`src/rtl/rxd_pkg.sv`:
```
package rxd_pkg;
  localparam int unsigned DATA_W   = 8;
  localparam int unsigned STAT_W   = 8;
  localparam int unsigned NUM_CH   = 2;
  localparam int unsigned RING_D   = 64;
  localparam int unsigned CNT_W    = 16;
  localparam int unsigned OBF_BIT  = 0;
  localparam int unsigned SRC_BIT  = 5;
  localparam logic [STAT_W-1:0] STAT_USED =
    STAT_W'((1 << OBF_BIT) | (1 << SRC_BIT));
endpackage

```
`src/rtl/rxd_sat_cnt.sv`:
```
module rxd_sat_cnt #(
  parameter int unsigned W = 16
) (
  input  logic         clk_i,
  input  logic         rst_ni,
  input  logic         inc_i,
  output logic [W-1:0] cnt_o
);
  localparam logic [W-1:0] MAX = '1;

  always_ff @(posedge clk_i or negedge rst_ni) begin
    if (!rst_ni)                     cnt_o <= '0;
    else if (inc_i && cnt_o != MAX)  cnt_o <= cnt_o + W'(1);
  end
endmodule

```
`src/rtl/rxd_ring.sv`:
```
module rxd_ring #(
  parameter int unsigned DEPTH = 64,
  parameter int unsigned DW    = 8,
  parameter int unsigned CW    = 16
) (
  input  logic          clk_i,
  input  logic          rst_ni,
  input  logic          en_i,
  input  logic          wr_i,
  input  logic [DW-1:0] wdata_i,
  input  logic          rd_i,
  output logic          avail_o,
  output logic [DW-1:0] rdata_o,
  output logic [CW-1:0] ovr_o
);
  localparam int unsigned AW = $clog2(DEPTH);
  localparam logic [AW-1:0] LAST = AW'(DEPTH - 1);

  logic [DW-1:0] mem_q [DEPTH];
  logic [AW-1:0] wptr_q, rptr_q, wptr_nx, rptr_nx;
  logic          empty, full, do_wr, do_rd;

  assign wptr_nx = (wptr_q == LAST) ? '0 : wptr_q + AW'(1);
  assign rptr_nx = (rptr_q == LAST) ? '0 : rptr_q + AW'(1);
  assign empty   = (wptr_q == rptr_q);
  assign full    = (wptr_nx == rptr_q);
  // a write colliding with full is dropped even if a read pops the same cycle
  assign do_wr   = en_i && wr_i && !full;
  assign do_rd   = en_i && rd_i && !empty;
  assign avail_o = !empty;

  always_ff @(posedge clk_i or negedge rst_ni) begin
    if (!rst_ni) begin
      wptr_q <= '0;
      rptr_q <= '0;
    end else if (!en_i) begin
      wptr_q <= '0;
      rptr_q <= '0;
    end else begin
      if (do_wr) wptr_q <= wptr_nx;
      if (do_rd) rptr_q <= rptr_nx;
    end
  end

  always_ff @(posedge clk_i) begin
    if (do_wr) mem_q[wptr_q] <= wdata_i;
  end

  always_ff @(posedge clk_i or negedge rst_ni) begin
    if (!rst_ni)    rdata_o <= '0;
    else if (rd_i)  rdata_o <= do_rd ? mem_q[rptr_q] : '0;
  end

  rxd_sat_cnt #(.W(CW)) u_ovr (
    .clk_i  (clk_i),
    .rst_ni (rst_ni),
    .inc_i  (en_i && wr_i && full),
    .cnt_o  (ovr_o)
  );
endmodule

```
`src/rtl/rx_ring_demux.sv`:
```
module rx_ring_demux
  import rxd_pkg::*;
(
  input  logic                           clk_i,
  input  logic                           rst_ni,
  input  logic                           svc_i,
  input  logic [STAT_W-1:0]              stat_i,
  input  logic [DATA_W-1:0]              data_i,
  output logic                           data_rd_o,
  input  logic [NUM_CH-1:0]              chan_en_i,
  input  logic [NUM_CH-1:0]              rd_i,
  output logic [NUM_CH-1:0]              avail_o,
  output logic [NUM_CH-1:0][DATA_W-1:0]  rd_data_o,
  output logic [NUM_CH-1:0][CNT_W-1:0]   overrun_o,
  output logic [CNT_W-1:0]               unclaimed_o
);
  logic take, unused_stat;
  logic [NUM_CH-1:0] wr_sel;

  assign take        = svc_i && stat_i[OBF_BIT];
  assign data_rd_o   = take;
  assign unused_stat = ^(stat_i & ~STAT_USED);

  for (genvar c = 0; c < NUM_CH; c++) begin : g_ch
    assign wr_sel[c] = take && (stat_i[SRC_BIT] == c[0]);

    rxd_ring #(.DEPTH(RING_D), .DW(DATA_W), .CW(CNT_W)) u_ring (
      .clk_i   (clk_i),
      .rst_ni  (rst_ni),
      .en_i    (chan_en_i[c]),
      .wr_i    (wr_sel[c]),
      .wdata_i (data_i),
      .rd_i    (rd_i[c]),
      .avail_o (avail_o[c]),
      .rdata_o (rd_data_o[c]),
      .ovr_o   (overrun_o[c])
    );
  end

  rxd_sat_cnt #(.W(CNT_W)) u_unclaimed (
    .clk_i  (clk_i),
    .rst_ni (rst_ni),
    .inc_i  (svc_i && !stat_i[OBF_BIT]),
    .cnt_o  (unclaimed_o)
  );
endmodule

```
`config.mk`:
```
export PLATFORM = sky130hd
export DESIGN_NAME = rx_ring_demux
export DESIGN_NICKNAME = d
export VERILOG_FILES = /design/src/rtl/rxd_pkg.sv /design/src/rtl/rxd_sat_cnt.sv /design/src/rtl/rxd_ring.sv /design/src/rtl/rx_ring_demux.sv
export SDC_FILE = /design/constraint.sdc
export NUM_CORES = 1
export LEC_CHECK = 0
export BUFFER_PORTS_ARGS = -buffer_cell sky130_fd_sc_hd__buf_2
export CELL_PAD_IN_SITES_DETAIL_PLACEMENT = 1
export CELL_PAD_IN_SITES_GLOBAL_PLACEMENT = 1
export CORE_ASPECT_RATIO = 1.5
export CORE_MARGIN = 2
export CORE_UTILIZATION = 30
export CTS_CLUSTER_SIZE = 24
export DETAILED_ROUTE_END_ITERATION = 8
export PLACE_DENSITY = 0.44
export SLEW_MARGIN = 20
export SYNTH_ARGS = -nofsm -noshare
export SYNTH_HDL_FRONTEND = slang
export SYNTH_SLANG_ARGS = --single-unit
```
`constraint.sdc`:
```
create_clock -name clk_i -period 4.25 [get_ports clk_i]
set_clock_uncertainty 0.15 [all_clocks]
set_input_delay 0.425 -clock clk_i [delete_from_list [all_inputs] [get_ports clk_i]]
set_output_delay 0.425 -clock clk_i [all_outputs]
set_load 0.01 [all_outputs]
```
==> results of run 1 <==
[sequential cells by signal, summed over array words and instances, names as in the netlist]
name                     cells
g_ch.u_ring.u_ovr.cnt_o     32
g_ch.u_ring.rptr_q          12
g_ch.u_ring.wptr_q          12
g_ch.u_ring.rdata_o         16
g_ch.u_ring.mem_q         1024
u_unclaimed.cnt_o           16
[worst max-delay path, cell delays in order (launching register included)]
cell and delay (ns):
dfrtp_1 0.61, ha_1 0.35, nand3_1 0.21, nor2b_1 0.26, o21ai_0 0.15, o211a_1 0.18, a21oi_1 0.37, buf_4 0.23
nand3_1 0.25, buf_4 0.28, nor2_1 0.26, buf_4 0.21
[cells in the mapped netlist (12+ instances only)]
| cell | instances |
|---|---|
| edfxtp_1 | 1024 |
| mux4_2 | 285 |
| nor2_1 | 168 |
| dfrtp_1 | 88 |
| nand2_1 | 84 |
| nand3_1 | 72 |
| xnor2_1 | 54 |
| clkbuf_1 | 53 |
| mux2i_1 | 48 |
| buf_2 | 40 |
| buf_1 | 24 |
| a21oi_1 | 22 |
| nand4_1 | 19 |
| o21ai_0 | 18 |
| nor2b_1 | 17 |
| inv_1 | 16 |
| and3_1 | 13 |
| a31oi_1 | 12 |
[cell families (layout without fill, tap and decap cells)]
family	after synthesis	after routing	share of synthesized area [%]
XOR/XNOR	66	66	1.336
other	0	2	0
buffers and inverters	144	461	1.426
AND/OR/NAND/NOR	456	456	4.984
AO/OA/AOI/OAI	123	123	1.923
multiplexers	341	341	15.77
flip-flops	1112	1112	74.36
adder cells (fa/ha/maj)	7	7	0.1976
[worst paths after layout]
kind / from / to / depth (start not counted)
setup / recovery: g_ch[1].u_ring.wptr_q[0]$_DFFE_PN0P_ / g_ch[1].u_ring.mem_q[36][7]$_DFFE_PP_ / 11
hold / removal: data_i[3] / g_ch[0].u_ring.mem_q[51][3]$_DFFE_PP_ / 1
setup reg to reg: g_ch[1].u_ring.wptr_q[0]$_DFFE_PN0P_ / g_ch[1].u_ring.mem_q[36][7]$_DFFE_PP_ / 11
hold reg to reg: u_unclaimed.cnt_o[14]$_DFFE_PN0P_ / u_unclaimed.cnt_o[14]$_DFFE_PN0P_ / 1
max in group asynchronous: rst_ni / g_ch[0].u_ring.u_ovr.cnt_o[9]$_DFFE_PN0P_ / 3
min in group asynchronous: rst_ni / g_ch[1].u_ring.rdata_o[0]$_DFFE_PN0P_ / 2
[metal layers]
| metal | wire [µm] | share of wire, % | vias up |
|---|---|---|---|
| li1 | - | - | 9581 |
| met1 | 46750 | 38 | 11730 |
| met2 | 65420 | 54 | 365 |
| met3 | 3455 | 2.8 | 201 |
| met4 | 5866 | 4.8 | 0 |
| met5 | 0 | 0 | - |
[power by group through the flow]
stage / Combinational [mW] / Clock (mW) / Sequential (mW)
after floorplan: 0.414 / 0 / 12.3
after global placement: 0.862 / 0 / 12.3
after detailed placement: 0.886 / 0 / 12.3
after CTS: 0.891 / 10.7 / 12.1
after global routing: 0.928 / 11.0 / 12.1
final: 0.847 / 10.3 / 12.1
[per-stage QoR]
step	power (mW)	hold WS, ns	cells	area (µm²)	util [%]
floorplan	12.71	-0.02059	2249	44310	-
detailed placement	13.18	0.3335	4261	47760	32.59
global placement	13.15	0.3210	4261	47760	32.59
CTS	23.64	0.01967	4480	51640	35.24
global route	24.03	0.07827	4481	51650	35.24
finish	23.24	0.05129	4482	51660	35.25
[layout make-up]
class	count	area, µm²
diodes	2	5.005
clock buffers	139	3053
clock inverters	73	755.7
fillers	14400	94900
inverters	17	63.81
multi-input cells	993	10730
flip-flops and latches	1112	32970
well taps	1914	2395
repair buffers	232	1678
==> out/results.ini, run 1 <==
[route]
route.vias.total = 21880
first_pass_iters = 5
drtIter0Drc = 1300
drc = 0
viasPerCell = 4.881
wl_per_cell_um = 27.11
wl_um = 121500
postRouteAntennaNets = 0

[pwr]
pwr-share-seq_pct = 51.9
intPower_mw = 18.32
peakVddDrop_uv = 351.6
p_leak_nw = 16.26
combPwrFrac_pct = 3.6
power_switching_mw = 4.917
switching_share_pct = 21.16
power_density_nw_per_um2 = 449.8
p_clk_share_pct = 44.5

[min_path]
hold_path_class = input port to flip-flop

[layout]
final_cell_mix = 1024 x edfxtp_1, 285 x mux4_2, 166 x nor2_1
drive_gt1_share_pct = 27.79
layout_commonest_cell = edfxtp_1
synthToLayoutAreaGrowth_pct = 16.57
finalNetCount = 2501

[logic_synthesis]
yosysTopAreaCell = edfxtp_1
syn_nets = 2279
ys_warn_count = 0
async_flop_share_pct = 7.914
seq_area_frac_synth_pct = 74.36
syn_area_um2 = 44310
synth-main-ff-cell = edfxtp_1
synth_cell_type_count = 63
synth_top_area_share_pct = 69.39
synthCells = 2249
ys_ff_latch = 1112
synth.avg_cell_area_um2 = 19.70
synthTopCellsByArea = edfxtp_1 69%, mux4_2 14%, dfrtp_1 5.0%, nor2_1 1.4%, mux2i_1 1.1%
synth_enable_flop_cells = 1024

[cts]
ctsResizeCount = 0
cts_buffers = 115
clock_latency_ns = 0.73
cts.clk_slew.worst_paths_ns = 0.06
post_cts_buffers = 0
cts.path.max_buffers = 3
cts_tree = built
root_buffer = clkbuf_16
clock-sinks = 1112
htreeDepth = 3
ctsHoldBuffers = 7

[grt]
met1_usage_pct = 18.34
grtUsageMet2_pct = 30.15
grt_max_degree = 133
grt_usage_pct = 16.29
use_met3_pct = 2.075
grt_pass1_wl_um = 177000
antenna_found_initial = 2
grt_pass1_vias = 24500
top_usage_layer = met2
grt_overflow = 0

[worst_setup_path]
crit_path_end_kind = flip-flop
crit_path_max_fanout = 13
crit_type = flip-flop to flip-flop
arrival_ns = 4.10
cp.required_ns = 4.54
startpoint_type = flip-flop
r2r_setup_slack_ns = 0.44

[floorplanning]
io_pins = 90
die_area_um2 = 150900
die_y_um = 474.7
start_util_pct = 30.24
fp.dieW_um = 317.8
row_count = 172
core_area_um2 = 146600

[timing]
finalSetupViolCount = 0
fmax_mhz = 262.4
slew_violations = 0
period_needed_ns = 3.811
worstMarginPinSlew_ns = 1.108
setup_slack_ns = 0.4392
slew-limit-headroom_pct = 25.84
tns_ns = 0
hold_violations = 0
min_period_over_period_pct = 89.67
rsz0062_at_grt = no

[outcome]
status = finished clean

[placement]
dpl_worst_slack_ns = 0.3475
hpwlAfterDp_um = 77920
gp_congestion = 0.7574
portBuffers = 83

[run]
maxCapViolations = 0

Power figures use the tool's default switching activity.
==> run 2: changes to the inputs <==
--- a/config.mk
+++ b/config.mk
@@ -13,8 +13,9 @@
 export CORE_UTILIZATION = 30
 export CTS_CLUSTER_SIZE = 24
 export DETAILED_ROUTE_END_ITERATION = 8
-export PLACE_DENSITY = 0.44
+export PLACE_DENSITY_LB_ADDON = 0.1
 export SLEW_MARGIN = 20
 export SYNTH_ARGS = -nofsm -noshare
 export SYNTH_HDL_FRONTEND = slang
+export SYNTH_HIERARCHICAL = 1
 export SYNTH_SLANG_ARGS = --single-unit
==> run 2 against run 1 <==
Compared with the run above: sequential share of layout area fell by 0.96 points; combinational power rose by 38%; clock power barely moved; synthesized area rose by 1.2%; via count rose by 3.5%; total power rose by 0.66%; critical endpoint is now g_ch[0].u_ring/mem_q[49][1]$_DFFE_PP_; largest cell class unchanged; largest power group unchanged; highest routed layer unchanged.
==> out/results.ini, run 2 <==
[logic_synthesis]
synthCells = 2300
synth_cell_type_count = 85
syn_area_um2 = 44860
synthTopCellsByCount = 1024 x edfxtp_1, 281 x mux4_2, 110 x nor2_1, 88 x dfrtp_1, 78 x nand2_1
yosysTopAreaCell = edfxtp_1
synthTopCellsByArea = edfxtp_1 69%, mux4_2 14%, dfrtp_1 4.9%, nor2_1 0.92%, nor3_1 0.78%
synth_top_area_share_pct = 68.55
synth.avg_cell_area_um2 = 19.50
ys_warn_count = 6
async_flop_share_pct = 7.914
synth-main-ff-cell = edfxtp_1
seq_area_frac_synth_pct = 73.46
ys_ff_latch = 1112
yosysMostFrequentCell = edfxtp_1
synth_enable_flop_cells = 1024
syn_nets = 2330

[worst_setup_path]
r2r_setup_slack_ns = 0.57
crit_path_max_fanout = 15
reg2reg_to = g_ch[0].u_ring/mem_q[49][1]$_DFFE_PP_
arrival_ns = 3.95
setup.worst_path.start = g_ch[0].u_ring/wptr_q[3]$_DFFE_PN0P_
startpoint_type = flip-flop
cp.required_ns = 4.53
crit_path_end_kind = flip-flop
crit_type = flip-flop to flip-flop
r2r_cells = 8
r2r_start = g_ch[0].u_ring/wptr_q[3]$_DFFE_PN0P_

[route]
route.vias.total = 22630
wl_um = 124400
postRouteAntennaNets = 0
drtIter0Drc = 1239
drc = 0
first_pass_iters = 4
viasPerCell = 4.935
wl_per_cell_um = 27.12

[min_path]
whs_endpoint = g_ch[1].u_ring/mem_q[24][4]$_DFFE_PP_
hold_depth = 1
hold_start = data_i[4]
hold_path_class = input port to flip-flop

[timing]
fmax_mhz = 271.8
rsz0062_at_grt = no
finalSetupViolCount = 0
hold_violations = 0
whs_ns = 0.08761
min_period_over_period_pct = 86.56
slew-limit-headroom_pct = 29.65
slew_violations = 0
period_needed_ns = 3.679
tns_ns = 0
worstMarginPinSlew_ns = 1.055

[layout]
reg_top3 = g_ch.u_ring/mem_q (1024), g_ch.u_ring/u_ovr/cnt_o (32)
largest_reg_flops = 1024
layout_commonest_cell = edfxtp_1
fin_cells = 4586
final_cell_mix = 1024 x edfxtp_1, 281 x mux4_2, 197 x buf_4
finalNetCount = 2596
drive_gt1_share_pct = 29.31
regMostFlops = g_ch.u_ring/mem_q
diodes = 0
fin_util_pct = 35.37
nFillCells = 14610
synthToLayoutAreaGrowth_pct = 16.91

[grt]
grt_max_degree = 92
grt_pass1_vias = 25440
grt_pass1_wl_um = 182600
grt_usage_pct = 16.45
antenna_found_initial = 1
grt_overflow = 0

[placement]
portBuffers = 83
gp_congestion = 0.7928
placedCellCount = 4368
hpwlAfterDp_um = 82680

[pwr]
peakVddDrop_uv = 309.9
power_density_nw_per_um2 = 446.0
p_leak_nw = 16.86

[cts]
cts.path.max_buffers = 3
clock-sinks = 1112
root_buffer = clkbuf_16
cts.clk_slew.worst_paths_ns = 0.06
cts_buffers = 115
clock_latency_ns = 0.73
cts_tree = built
htreeDepth = 3

[floorplanning]
core_area_um2 = 148300
row_count = 173
start_util_pct = 30.25
io_pins = 90
fp.dieW_um = 319.7
die_area_um2 = 152700
die_y_um = 477.6

[outcome]
status = finished clean

[run]
maxCapViolations = 0

[run 2: cell count changes in the layout (fill, tap and decap cells not counted), sizes merged, moves of 10 or more]
cell   change
xnor2     -19
buf       +55
a22oi     +37
nor2b     +14
nor3      +63
xor2      +15
nor2      -66
a21oi     +13
mux2i     -29
nand3     -19
a22o      +10
nor4      +17
[run 2: area by class of cell]
| cell class | instances | area, µm² | area share, % |
|---|---|---|---|
| repair buffers | 286 | 2090 | 3.985 |
| flip-flops and latches | 1112 | 32970 | 62.87 |
| clock buffers | 145 | 3043 | 5.803 |
| well taps | 1925 | 2409 | 4.593 |
| inverters | 14 | 52.55 | 0.1002 |
| multi-input cells | 1037 | 11180 | 21.32 |
| clock inverters | 67 | 698.2 | 1.331 |
[run 2: how the worst max path moves through the flow]
stage / endpoint / slack, ns / depth (start not counted)
4_1_cts: g_ch[0].u_ring/mem_q[49][1]$_DFFE_PP_ / 0.55 / 8
5_1_grt: g_ch[0].u_ring/mem_q[49][1]$_DFFE_PP_ / 0.29 / 8
2_1_floorplan: g_ch[1].u_ring/mem_q[33][0]$_DFFE_PP_ / 1.10 / 8
6_report: g_ch[0].u_ring/mem_q[49][1]$_DFFE_PP_ / 0.57 / 8
3_3_place_gp: g_ch[0].u_ring/mem_q[59][2]$_DFFE_PP_ / 0.65 / 8
3_5_place_dp: g_ch[0].u_ring/mem_q[49][0]$_DFFE_PP_ / 0.59 / 8
[run 2: timing repair]
| action | 4_1_cts | 5_1_grt |
|---|---|---|
| resized for setup | 0 | 0 |
| endpoints found under the hold margin | 68 | 0 |
| hold buffers | 6 | 0 |
| endpoints found under the setup margin | 0 | 0 |
| buffers inserted | 0 | 0 |
[run 2: kinds of logic after synthesis]
family | after synthesis | share of synthesized area (%)
fa+ha+maj | 7 | 0.1952
xor+xnor | 62 | 1.258
mux | 309 | 14.78
flops | 1112 | 73.46
compound gates | 170 | 2.739
buf+inv | 151 | 1.685
simple gates | 489 | 5.877
[run 2: per-stage QoR]
step / area, µm² / total power, mW / worst slack [ns]
after floorplan: 44860 / 12.97 / 1.097
after global placement: 48640 / 13.50 / 0.6495
after detailed placement: 48640 / 13.53 / 0.5854
after CTS: 52440 / 23.80 / 0.5486
after global routing: 52440 / 24.21 / 0.2947
final: 52440 / 23.39 / 0.5710
[run 2: critical path, cell delays in order (launching register included)]
cell	delay, ns
dfrtp_1	0.67
and4_1	0.36
a21boi_0	0.15
o2111a_1	0.28
o311ai_1	0.51
buf_4	0.27
nand2_1	0.47
nor2_1	0.27
buf_4	0.22
[run 2: power by group]
| group | internal (mW) | switching [mW] | total, mW |
|---|---|---|---|
| clock | 5.89 | 4.25 | 10.1 |
| combinational | 0.479 | 0.692 | 1.17 |
| sequential | 12.0 | 0.0769 | 12.1 |
[run 2: routing by layer]
| layer | global-route usage (%) | up-vias | wire length [µm] |
|---|---|---|---|
| met5 | 0 | - | 0 |
| met4 | 5.653 | 0 | 3654 |
| met3 | 1.810 | 156 | 3259 |
| met2 | 32.24 | 359 | 71170 |
| met1 | 18.10 | 12160 | 46270 |
| li1 | - | 9959 | - |
==> run 3: changes to the inputs <==
--- a/config.mk
+++ b/config.mk
@@ -10,10 +10,10 @@
 export CELL_PAD_IN_SITES_GLOBAL_PLACEMENT = 1
 export CORE_ASPECT_RATIO = 1.5
 export CORE_MARGIN = 2
-export CORE_UTILIZATION = 30
+export CORE_UTILIZATION = 35
 export CTS_CLUSTER_SIZE = 24
 export DETAILED_ROUTE_END_ITERATION = 8
-export PLACE_DENSITY_LB_ADDON = 0.1
+export PLACE_DENSITY = 0.54
 export SLEW_MARGIN = 20
 export SYNTH_ARGS = -nofsm -noshare
 export SYNTH_HDL_FRONTEND = slang
==> run 3 against run 2 <==
Compared with the run above: cell area down 1.2%; worst hold slack better by 0.012 ns; critical path depth unchanged; sequential power about the same; fmax down 1.2%; via count about the same; clock power down 6%; flip-flop and latch count unchanged; critical path type unchanged; final cell count down 5.3%.
==> out/results.ini, run 3 (same netlist as run 2, synthesis figures left out) <==
[outcome]
status = finished clean

[floorplanning]
fp.dieW_um = 296.3
start_util_pct = 35.34
io_pins = 90
core_area_um2 = 126900
die_area_um2 = 131100
die_y_um = 442.5
row_count = 160

[worst_setup_path]
r2r_start = g_ch[0].u_ring/wptr_q[2]$_DFFE_PN0P_
startpoint_type = flip-flop
crit_type = flip-flop to flip-flop
crit_end = g_ch[0].u_ring/mem_q[47][0]$_DFFE_PP_
r2r_setup_slack_ns = 0.53
crit_path_max_fanout = 16
setup.worst_path.start = g_ch[0].u_ring/wptr_q[2]$_DFFE_PN0P_
cp.required_ns = 4.51
r2r_cells = 8
crit_path_end_kind = flip-flop
arrival_ns = 3.99
reg2reg_to = g_ch[0].u_ring/mem_q[47][0]$_DFFE_PP_

[pwr]
power_density_nw_per_um2 = 438.9
power.total_mw = 22.74
peakVddDrop_uv = 342.0
p_leak_nw = 16.68

[placement]
placedCellCount = 4131
hpwlAfterDp_um = 75150
gp_congestion = 0.8190
dpl_worst_slack_ns = 0.5392
portBuffers = 83

[grt]
grt_pass1_vias = 25080
grt_overflow = 0
grt_pass1_wl_um = 172300
antenna_found_initial = 0
grt_usage_pct = 17.85
grt_max_degree = 95

[layout]
synthToLayoutAreaGrowth_pct = 15.52
largest_reg_flops = 1024
reg_top3 = g_ch.u_ring/mem_q (1024), g_ch.u_ring/u_ovr/cnt_o (32)
layout_commonest_cell = edfxtp_1
fin_cells = 4341
finalNetCount = 2578
diodes = 0
drive_gt1_share_pct = 28.71
regMostFlops = g_ch.u_ring/mem_q
final_cell_mix = 1024 x edfxtp_1, 281 x mux4_2, 183 x buf_4

[cts]
clock-sinks = 1112
post_cts_buffers = 0
cts_buffers = 110
ctsResizeCount = 0
root_buffer = clkbuf_16
cts_tree = built
htreeDepth = 3
ctsHoldBuffers = 5
cts.clk_slew.worst_paths_ns = 0.06
clock_latency_ns = 0.71
cts.path.max_buffers = 3

[timing]
fmax_mhz = 268.5
whs_ns = 0.09949
period_needed_ns = 3.725
finalSetupViolCount = 0
slew-limit-headroom_pct = 29.37
setup_slack_ns = 0.5251
slew_violations = 0
rsz0062_at_grt = no
hold_violations = 0
tns_ns = 0
min_period_over_period_pct = 87.65
worstMarginPinSlew_ns = 1.059

[route]
top_layer = met4
drtIter0Drc = 1381
wl_per_cell_um = 26.42
viasPerCell = 5.211
route.vias.total = 22620
wl_um = 114700
met2_length_um = 63000
first_pass_iters = 7
drc = 0
postRouteAntennaNets = 0
wl_met1_um = 44710
met3_length_um = 3416

[min_path]
hold_path_class = input port to flip-flop
hold_start = data_i[3]

[run]
maxCapViolations = 0

[run 3: cell types whose count changed in the layout (fill, tap and decap cells not counted), sizes merged]
cell | previous run | this run
dlygate4sd3 | 6 | 5
inv | 17 | 19
clkbuf | 145 | 137
clkinv | 43 | 49
buf | 280 | 268
bufinv | 14 | 9
clkinvlp | 7 | 4
[run 3: area by class of cell]
class / instances / area, µm²
Timing Repair Buffer: 273 / 2006
Fill cell: 12310 / 75110
Clock inverter: 67 / 578.1
Inverter: 14 / 52.55
Multi-Input combinational cell: 1037 / 11180
Sequential cell: 1112 / 32970
Clock buffer: 137 / 2907
Tap cell: 1701 / 2128
[run 3: critical path, cell delays in order (launching register included)]
cell      delay (ns)
dfrtp_1         0.67
and4_1          0.36
a21boi_0        0.16
o2111a_1        0.30
o311ai_1        0.42
buf_4           0.26
nand3b_1        0.53
nor2_1          0.33
buf_4           0.23
[run 3: routing by layer]
layer  vias up  GRT usage, %
li1       9927             -
met1     12170         21.17
met2       374         32.97
met3       154         2.024
met4         0         6.341
met5         -             0
[run 3: power by group]
part	switching (mW)	leakage (nW)	internal, mW	total [mW]
registers	0.0970	10.4	12.0	12.1
clock network	4.11	1.70	5.39	9.50
logic	0.660	4.58	0.485	1.14
[run 3: worst min-delay path by stage]
| stage | to | slack [ns] | cells after the start |
|---|---|---|---|
| 2_1_floorplan | g_ch[0].u_ring/rdata_o[0]$_DFFE_PN0P_ | -0.02 | 0 |
| 3_3_place_gp | g_ch[1].u_ring/u_ovr/cnt_o[6]$_DFFE_PN0P_ | 0.35 | 1 |
| 3_5_place_dp | g_ch[0].u_ring/u_ovr/cnt_o[15]$_DFFE_PN0P_ | 0.37 | 1 |
| 4_1_cts | g_ch[1].u_ring/mem_q[25][3]$_DFFE_PP_ | 0.08 | 1 |
| 5_1_grt | g_ch[1].u_ring/mem_q[25][3]$_DFFE_PP_ | 0.10 | 1 |
| 6_report | g_ch[1].u_ring/mem_q[25][3]$_DFFE_PP_ | 0.1 | 1 |
[run 3: metrics by stage]
| step | utilization (%) | area, µm² |
|---|---|---|
| floorplan | - | 44860 |
| global placement | 38.01 | 48250 |
| detailed placement | 38.02 | 48260 |
| CTS | 40.81 | 51790 |
| global route | 40.83 | 51820 |
| finish | 40.83 | 51820 |
